**config.mk**
```make
export PLATFORM = sky130hd
export DESIGN_NAME = pta_allocator
export DESIGN_NICKNAME = d
export VERILOG_FILES = /design/src/rtl/pta_pkg.sv /design/src/rtl/pta_cluster_or.sv /design/src/rtl/pta_steer_decode.sv /design/src/rtl/pta_sum_merge.sv /design/src/rtl/pta_allocator.sv
export SDC_FILE = /design/constraint.sdc
export NUM_CORES = 1
export LEC_CHECK = 0
export BUFFER_PORTS_ARGS = -buffer_cell sky130_fd_sc_hd__buf_2
export CAP_MARGIN = 5
export CORE_MARGIN = 10
export CORE_UTILIZATION = 34
export DETAILED_ROUTE_END_ITERATION = 8
export HOLD_SLACK_MARGIN = 0.15
export PLACE_DENSITY = 0.95
export RECOVER_POWER = 50
export SYNTH_ARGS = -nofsm -noshare
export SYNTH_HDL_FRONTEND = slang
export SYNTH_SLANG_ARGS = --single-unit
```
**constraint.sdc**
```tcl
create_clock -name clk -period 2.9 [get_ports clk]
set_input_delay 0.87 -clock clk [delete_from_list [all_inputs] [get_ports clk]]
set_output_delay 0.87 -clock clk [all_outputs]
set_load 0.01 [all_outputs]
```
**src/rtl/pta_pkg.sv**
```systemverilog
package pta_pkg;
    parameter int PTA_CELLS     = 16;
    parameter int PTA_TERMS_PER = 4;
    parameter int PTA_HALF      = 8;

    typedef enum logic [1:0] {
        STEER_LEFT  = 2'b00,
        STEER_OWN   = 2'b01,
        STEER_RIGHT = 2'b10,
        STEER_OFF   = 2'b11
    } steer_e;

    // First cell index of the half that holds cell idx
    function automatic int half_base(input int idx, input int half);
        return (idx / half) * half;
    endfunction
endpackage

```
**src/rtl/pta_cluster_or.sv**
```systemverilog
module pta_cluster_or #(
    parameter int CELLS     = pta_pkg::PTA_CELLS,
    parameter int TERMS_PER = pta_pkg::PTA_TERMS_PER
) (
    input  logic [CELLS*TERMS_PER-1:0] terms_i,
    output logic [CELLS-1:0]           cval_o
);
    for (genvar c = 0; c < CELLS; c++) begin : g_cl
        assign cval_o[c] = |terms_i[c*TERMS_PER +: TERMS_PER];
    end
endmodule

```
**src/rtl/pta_steer_decode.sv**
```systemverilog
module pta_steer_decode #(
    parameter int CELLS = pta_pkg::PTA_CELLS,
    parameter int HALF  = pta_pkg::PTA_HALF
) (
    input  logic [2*CELLS-1:0]           steer_i,
    output logic [CELLS-1:0][CELLS-1:0]  grant_o   // grant_o[cluster][cell]
);
    import pta_pkg::*;

    for (genvar c = 0; c < CELLS; c++) begin : g_dec
        localparam int  BASE  = half_base(c, HALF);
        localparam bit  HAS_L = (c > BASE);
        localparam bit  HAS_R = (c < BASE + HALF - 1);
        localparam int  L_IDX = HAS_L ? c - 1 : c;
        localparam int  R_IDX = HAS_R ? c + 1 : c;
        steer_e             code;
        logic [CELLS-1:0]   row;

        assign code = steer_e'(steer_i[2*c +: 2]);

        always_comb begin
            row = '0;
            unique case (code)
                STEER_OWN:   row[c] = 1'b1;
                STEER_LEFT:  if (HAS_L) row[L_IDX] = 1'b1;
                STEER_RIGHT: if (HAS_R) row[R_IDX] = 1'b1;
                default:     row = '0;
            endcase
        end

        assign grant_o[c] = row;
    end
endmodule

```
**src/rtl/pta_sum_merge.sv**
```systemverilog
module pta_sum_merge #(
    parameter int CELLS = pta_pkg::PTA_CELLS
) (
    input  logic [CELLS-1:0]           cval_i,
    input  logic [CELLS-1:0][CELLS-1:0] grant_i,
    output logic [CELLS-1:0]           sum_o,
    output logic [CELLS-1:0]           hit_o
);
    for (genvar k = 0; k < CELLS; k++) begin : g_cell
        logic acc_sum;
        logic acc_hit;
        always_comb begin
            acc_sum = 1'b0;
            acc_hit = 1'b0;
            for (int c = 0; c < CELLS; c++) begin
                acc_sum = acc_sum | (grant_i[c][k] & cval_i[c]);
                acc_hit = acc_hit | grant_i[c][k];
            end
        end
        assign sum_o[k] = acc_sum;
        assign hit_o[k] = acc_hit;
    end
endmodule

```
**src/rtl/pta_allocator.sv**
```systemverilog
module pta_allocator #(
    parameter int CELLS     = pta_pkg::PTA_CELLS,
    parameter int TERMS_PER = pta_pkg::PTA_TERMS_PER,
    parameter int HALF      = pta_pkg::PTA_HALF
) (
    input  logic                        clk,
    input  logic                        rst,
    input  logic [CELLS*TERMS_PER-1:0]  terms_i,
    input  logic [2*CELLS-1:0]          steer_i,
    output logic [CELLS-1:0]            sum_o
);
    import pta_pkg::*;

    localparam int NTERMS = CELLS * TERMS_PER;

    logic [CELLS-1:0]            cval;
    logic [CELLS-1:0][CELLS-1:0] grant;
    logic [CELLS-1:0]            sum_c;
    logic [CELLS-1:0]            hit;

    pta_cluster_or #(.CELLS(CELLS), .TERMS_PER(TERMS_PER)) u_or (
        .terms_i (terms_i),
        .cval_o  (cval)
    );

    pta_steer_decode #(.CELLS(CELLS), .HALF(HALF)) u_dec (
        .steer_i (steer_i),
        .grant_o (grant)
    );

    pta_sum_merge #(.CELLS(CELLS)) u_merge (
        .cval_i  (cval),
        .grant_i (grant),
        .sum_o   (sum_c),
        .hit_o   (hit)
    );

    always_ff @(posedge clk) begin
        if (rst) sum_o <= '0;
        else     sum_o <= sum_c;
    end

    // Reset clears the registered sums
    assert_reset_clear_R9: assert property (@(posedge clk)
        rst |=> (sum_o == '0));

    // No active term anywhere means no active sum
    assert_zero_terms_R1: assert property (@(posedge clk) disable iff (rst)
        (terms_i == {NTERMS{1'b0}}) |=> (sum_o == '0));

    for (genvar c = 0; c < CELLS; c++) begin : g_chk_cl
        localparam int BASE = half_base(c, HALF);
        // A cluster feeds at most one cell
        assert_single_target_R7: assert property (@(posedge clk) disable iff (rst)
            $onehot0(grant[c]));
        // A cluster stays inside its own half
        assert_same_half_R4: assert property (@(posedge clk) disable iff (rst)
            $countones(grant[c][BASE +: HALF]) == $countones(grant[c]));
    end

    for (genvar k = 0; k < CELLS; k++) begin : g_chk_cell
        // A cell without clusters reads zero one cycle later
        assert_idle_cell_R6: assert property (@(posedge clk) disable iff (rst)
            !hit[k] |=> !sum_o[k]);
    end
endmodule

```
; After elaboration in Yosys (flattened, before gate mapping)
; Index checks and enable logic that the tools add are counted.
[totals]
reg_bits = 16
input_bits = 98
wordCells = 177
[classes]
eq_ne = 30
muxes = 44
n_bitwise = 72
n_reduce_logical = 30
[op_table]
columns = op, n
row1 = OR reduction 4 bit, 16
row2 = bitwise AND 1 bit, 44
row3 = two-way mux 1 bit, 44
row4 = "== test 2 x 1 -> 1 bit, second input constant", 16
row5 = "== test 2 bit, second input constant", 14
row6 = logical NOT 2 bit, 14
row7 = bitwise OR 1 bit, 28

; Longest topological paths before layout
; Gate-level depths: netlist of the first run.
[logic_depth]
depth_word = 5
depth_mapped = 3

; Cells and area by module
; From an unflattened synthesis of the first run, not the netlist that was laid out.
[hier_totals]
cells_unflattened = 594
area_unflattened_um2 = 4718.3
[modules_own_cells]
columns = mod, n_inst, cells_each, area_per_inst_um2, seq_area_each_um2
row1 = pta_sum_merge, 1, 288, 2238.4, 0.0
row2 = pta_steer_decode, 1, 257, 1895.6, 0.0
row3 = pta_allocator, 1, 33, 464.2, 320.3
row4 = pta_cluster_or, 1, 16, 120.1, 0.0

; Worst setup path before layout of the first run
; Ideal clock, no wire load.
[synth_timing]
path_kind = in2reg
start = in terms_i[45]
end = reg sum_o[11]
setup_time_ns = 0.132
arrival_ns = 1.659
required_time_ns = 2.768
slack_ns = 1.109
stages = 3
cell_sequence = or4_4 -> a32oi_1 -> a21oi_1
[synth_via]
elab_chain_cells = 4
[synth_rtl]
columns = element, line_no
row1 = "start, declared", pta_allocator.sv:8  ; input logic [CELLS*TERMS_PER-1:0] terms_i,
row2 = OR reduction 4 bit, pta_cluster_or.sv:9  ; assign cval_o[c] = |terms_i[c*TERMS_PER +: TERMS_PER];
row3 = bitwise AND 1 bit, pta_sum_merge.sv:16  ; acc_sum = acc_sum | (grant_i[c][k] & cval_i[c]);
row4 = bitwise OR 1 bit (2 in a row), pta_sum_merge.sv:16
row5 = "end signal, assigned", pta_allocator.sv:40  ; else sum_o <= sum_c;
row6 = "end, declared", pta_allocator.sv:10  ; output logic [CELLS-1:0] sum_o
; No other way between the ends.
; A chain may end at the register's enable or synchronous reset.

; Worst setup path in the final report of the first run
; Ends and elaborated chain as after synthesis.

==> flow_metrics.tcl, run 1 <==
set metrics [dict create \
    row_count 18 \
    grt_pass1_vias 1363 \
    slowest_delay_ns 0.54 \
    cap_violations 0 \
    core-area_um2 2500 \
    finalHoldViolations 0 \
    hpwl_um 3250 \
    syn_to_final_growth_pct 68.1 \
    cp_max_fo 3 \
    root_buffer "clkbuf_4" \
    ff_latch_area_um2 320 \
    synth_largest_area_cell "dfxtp_1" \
    syn_area_per_cell_um2 8.35 \
    final_nets 322 \
    grt_pass1_wl_um 5490 \
    critical_path_class "primary input to flip-flop" \
    mostFrequentLayoutCells "buf_2, nand3b_1, dfxtp_1, nor2_1, or4_1" \
    ys_seq_area_share_pct 35.9 \
    finalCritPeriodShare_pct 57.2 \
    die_y_um 71.3 \
    grt_max_degree 17 \
    start_kind "primary input" \
    num_vias 1253 \
    routabilityCongestion 0.746 \
    hp-class "primary input to flip-flop" \
    min_period_ns 1.66 \
    power.leakage_nw 0.767 \
    cts_tree "built" \
    slew_viol_final 0 \
    path_clk_slew_ns 0.09 \
    syn_inst 107 \
    power.total_w 0.000498 \
    wl_per_cell_um 14.0 \
    crit_path_end_kind "flip-flop" \
    cp_slowest_cell "or4_4" \
    use_met1_pct 11.1 \
    max-clock-path-buffers 2 \
    ys_warn_count 0 \
    vias_per_cell 4.97 \
    rsz0062_at_grt "false" \
    n_antenna_cell 0 \
    synth.area.top_cells "dfxtp_1, nand3b_1, or4_1" \
    cp_data_arrival_time_ns 1.82 \
    power.density_nw_per_um2 331 \
    dieArea_um2 5080 \
    crit_required_ns 3.06 \
    grt_use_total_pct 12.7 \
    syn-cell-area_um2 893 \
    io_buffers 113 \
    drt-initial-drc-count 25 \
    htree_levels 1 \
    ios 114 \
    drive_gt1_share_pct 50.5 \
    antenna_found_initial 0 \
    chipWidth_um 71.3 \
    initial_core_util_pct 35.7 \
    ys_seq_elements 16 \
    multi_input_area_um2 532 \
    busiest_layer "met2" \
    overflow 0 \
    dr.pass1.iters 4 \
    hold_buffers 0 \
    slew_headroom_pct 79.4 \
    fmax_ghz 0.603 \
    path_cells "buf_2 -> or4_4 -> a32oi_1 -> a21oi_1" \
    tightest_slew_ns 0.309 \
    synth_top_area_share_pct 35.9 \
    timing.setup.tns_ns 0 \
    cts.sinks 16 \
    cts_setup_buffers 0 \
    ir_drop_mv 0.256 \
    drc_errors 0 \
    cts_made_buffers 3 \
    ys_types 13 \
    setup_viol 0 \
    syn-num-nets 205 \
    wl_um 3540 \
    grtUsageMet3_pct 4.27 \
    top_regs "sum_o: 16 flops" \
    largest_register_ffs 16 \
    largest-register "sum_o" \
    cts_resized 0 \
    grt_util_met2_pct 24.7 \
    layout_commonest_cell "buf_2" \
    fillers 249 \
    postRouteAntennaNets 0 \
    status "finished, final reports clean" \
]
[critical path: cells and delay by family]
family | cells | cell delay (ns)
AND/OR/NAND/NOR | 1 | 0.54
AO/OA/AOI/OAI | 2 | 0.30
buffers and inverters | 1 | 0.10
[metrics by stage]
stage | instances | instance area, um2 | hold WS, ns | worst slack, ns | utilization (%)
after floorplan | 107 | 893 | 0.939 | 1.11 | -
after global routing | 252 | 1500 | 0.872 | 1.20 | 60.1
after CTS | 252 | 1520 | 0.842 | 1.25 | 60.6
after detailed placement | 249 | 1490 | 1.15 | 0.948 | 59.7
after global placement | 249 | 1490 | 1.14 | 0.959 | 59.7
final | 252 | 1500 | 0.848 | 1.24 | 60.1
[power by group]
| part | leakage, nW | total (W) | switching, W | internal (W) |
|---|---|---|---|---|
| clock network | 0.0138 | 0.000116 | 0.0000675 | 0.0000481 |
| registers | 0.133 | 0.000240 | 0.00000361 | 0.000236 |
| logic | 0.620 | 0.000142 | 0.0000612 | 0.0000808 |
[cell type report]
cell class / instances / area share (%)
timing repair buffer: 113 / 37.0
clock buffer: 3 / 1.50
inverter: 9 / 2.25
sequential: 16 / 21.3
tap: 30 / 2.50
multi-input combinational: 81 / 35.4
[final timing paths]
path                  slack, ns  cells past startpoint        start         to
worst max-delay path       1.24                      4  terms_i[45]  sum_o[11]
worst min-delay path       0.85                      3  steer_i[14]   sum_o[7]
[synth_stat cells (all sizes together)]
library cell	n
a21oi	6
a31oi	8
a32oi	6
clkbuf	1
dfxtp	16
inv	9
nand2	5
nand3	3
nand3b	23
nor2	13
or3b	1
or4	16
[logic make-up (layout without fill, tap and decap cells)]
family	Yosys count	in the layout	share of synthesized area, %
flip-flops	16	16	35.9
buffers and inverters	10	125	4.20
AO/OA/AOI/OAI	20	20	14.8
AND/OR/NAND/NOR	61	61	45.1
[layer usage]
metal  wire length [um]  vias up
met5                  0        -
met4                 53        0
met3                354        4
met2               1870       63
met1               1260      542
li1                   -      644
Note: power is estimated with default switching activity, not from simulation.
==> inputs of run 2 (changes only) <==
--- a/config.mk
+++ b/config.mk
@@ -8,10 +8,10 @@
 export BUFFER_PORTS_ARGS = -buffer_cell sky130_fd_sc_hd__buf_2
 export CAP_MARGIN = 5
 export CORE_MARGIN = 10
-export CORE_UTILIZATION = 34
+export CORE_UTILIZATION = 28
 export DETAILED_ROUTE_END_ITERATION = 8
 export HOLD_SLACK_MARGIN = 0.15
-export PLACE_DENSITY = 0.95
+export PLACE_DENSITY = 0.85
 export RECOVER_POWER = 50
 export SYNTH_ARGS = -nofsm -noshare
 export SYNTH_HDL_FRONTEND = slang
==> constraint.sdc (replaced) <==
create_clock -name clk -period 1.36 [get_ports clk]
set_input_delay 0.408 -clock clk [delete_from_list [all_inputs] [get_ports clk]]
set_output_delay 0.408 -clock clk [all_outputs]
set_load 0.01 [all_outputs]
==> run 2 against run 1 <==
First-iteration DRC count is 16% higher; core utilization is 9.8 points lower; final cell count is 6.0% higher; flip-flop and latch count stayed put; global-route usage is 0.73 points lower; critical endpoint unchanged.
==> flow_metrics.tcl, run 2 (synthesis gave the netlist of run 1 again) <==
set metrics [dict create \
    power.total_w 0.00113 \
    drc_errors 0 \
    crit_required_ns 1.53 \
    n_antenna_cell 0 \
    ir_drop_mv 0.271 \
    wl_per_cell_um 13.9 \
    placed_cells 263 \
    final_nets 322 \
    drt-initial-drc-count 29 \
    worstHoldPathCells 3 \
    antenna_found_initial 0 \
    root_buffer "clkbuf_4" \
    initial_core_util_pct 29.3 \
    multi_input_area_um2 532 \
    drive_gt1_share_pct 51.1 \
    largest_register_ffs 16 \
    cp_max_fo 3 \
    path_cells "buf_2 -> or4_1 -> a32oi_1 -> a21oi_1" \
    final_core_util_pct 50.2 \
    wl_met2_um 2090 \
    hp-start "steer_i[14]" \
    rsz0062_at_grt "false" \
    routabilityCongestion 0.738 \
    cap_violations 0 \
    wl_um 3710 \
    dieArea_um2 5850 \
    die_y_um 76.5 \
    path_clk_slew_ns 0.10 \
    drt-met1-wl_um 1350 \
    start_kind "primary input" \
    hold_end "sum_o[7]" \
    cp_slowest_cell "or4_1" \
    grt_pass1_wl_um 5910 \
    hpwl_um 3410 \
    hold_buffers 0 \
    core-area_um2 3050 \
    cts.sinks 16 \
    grt_max_degree 17 \
    crit_path_end_kind "flip-flop" \
    top_layer "met4" \
    status "finished, final reports clean" \
    num_vias 1277 \
    hp-class "primary input to flip-flop" \
    cp_data_arrival_time_ns 1.40 \
    wl_met3_um 199 \
    mostFrequentLayoutCells "buf_2, nand3b_1, dfxtp_1, nor2_1, or4_1" \
    fillers 310 \
    tightest_slew_ns 0.307 \
    cts_setup_buffers 0 \
    timing.setup.tns_ns 0 \
    critical_path_class "primary input to flip-flop" \
    largest-register "sum_o" \
    row_count 20 \
    finalCritPeriodShare_pct 90.4 \
    fmax_ghz 0.813 \
    overflow 0 \
    power.density_nw_per_um2 738 \
    top_regs "sum_o: 16 flops" \
    setup_viol 0 \
    layout_commonest_cell "buf_2" \
    slowest_delay_ns 0.60 \
    grt_use_total_pct 12.0 \
    ios 114 \
    ff_latch_area_um2 320 \
    chipWidth_um 76.5 \
    slew_viol_final 0 \
    fin_cells 267 \
    cts_resized 0 \
    htree_levels 1 \
    slew_headroom_pct 79.6 \
    syn_to_final_growth_pct 71.7 \
    finalHoldViolations 0 \
    max-clock-path-buffers 2 \
    io_buffers 113 \
    cts_tree "built" \
    postRouteAntennaNets 0 \
    power.leakage_nw 0.778 \
    dr.pass1.iters 4 \
    vias_per_cell 4.78 \
    cts_made_buffers 3 \
    min_period_ns 1.23 \
    grt_pass1_vias 1474 \
]
## run 2: cell count changes in the layout (fill, tap and decap cells not counted), sizes merged
cell and change:
buf +1
## run 2: stage by stage
step | setup WS [ns] | area (um2) | hold WS (ns)
detailed placement | -0.155 | 1510 | 0.696
global placement | -0.119 | 1510 | 0.682
CTS | 0.148 | 1550 | 0.388
finish | 0.131 | 1530 | 0.393
global route | 0.0858 | 1530 | 0.396
floorplan | 0.0309 | 893 | 0.477
## run 2: per-layer routing
layer,vias up,track usage [%]
li1,644,-
met1,568,10.6
met2,59,24.5
met3,6,2.71
met4,0,5.58
met5,-,0
## run 2: critical path, delay by kind of cell
family                 cells  cell delay [ns]
and+or+nand+nor            1             0.60
AOI/OAI and AO/OA          2             0.29
buffers and inverters      1             0.09
## run 2: worst max-delay path by stage
| stage | from | endpoint | slack (ns) |
|---|---|---|---|
| after CTS | terms_i[49] | sum_o[11] | 0.15 |
| after global routing | terms_i[49] | sum_o[11] | 0.09 |
| after floorplan | terms_i[45] | sum_o[11] | 0.03 |
| after global placement | terms_i[49] | sum_o[11] | -0.12 |
| final | terms_i[49] | sum_o[11] | 0.13 |
| after detailed placement | terms_i[49] | sum_o[11] | -0.16 |
## run 2: power by group
| part | switching, W | leakage, nW | internal [W] | total [W] |
|---|---|---|---|---|
| sequential | 0.00000736 | 0.133 | 0.000504 | 0.000511 |
| clock | 0.000150 | 0.0210 | 0.000163 | 0.000313 |
| combinational | 0.000134 | 0.623 | 0.000173 | 0.000307 |
| total | 0.000292 | 0.778 | 0.000840 | 0.00113 |
## run 2: area by class of cell
cell class / instances / area share [%]
clock buffer: 4 / 2.37
inverter: 9 / 2.20
multi-input combinational: 81 / 34.7
sequential: 16 / 20.9
tap: 44 / 3.59
timing repair buffer: 113 / 36.3
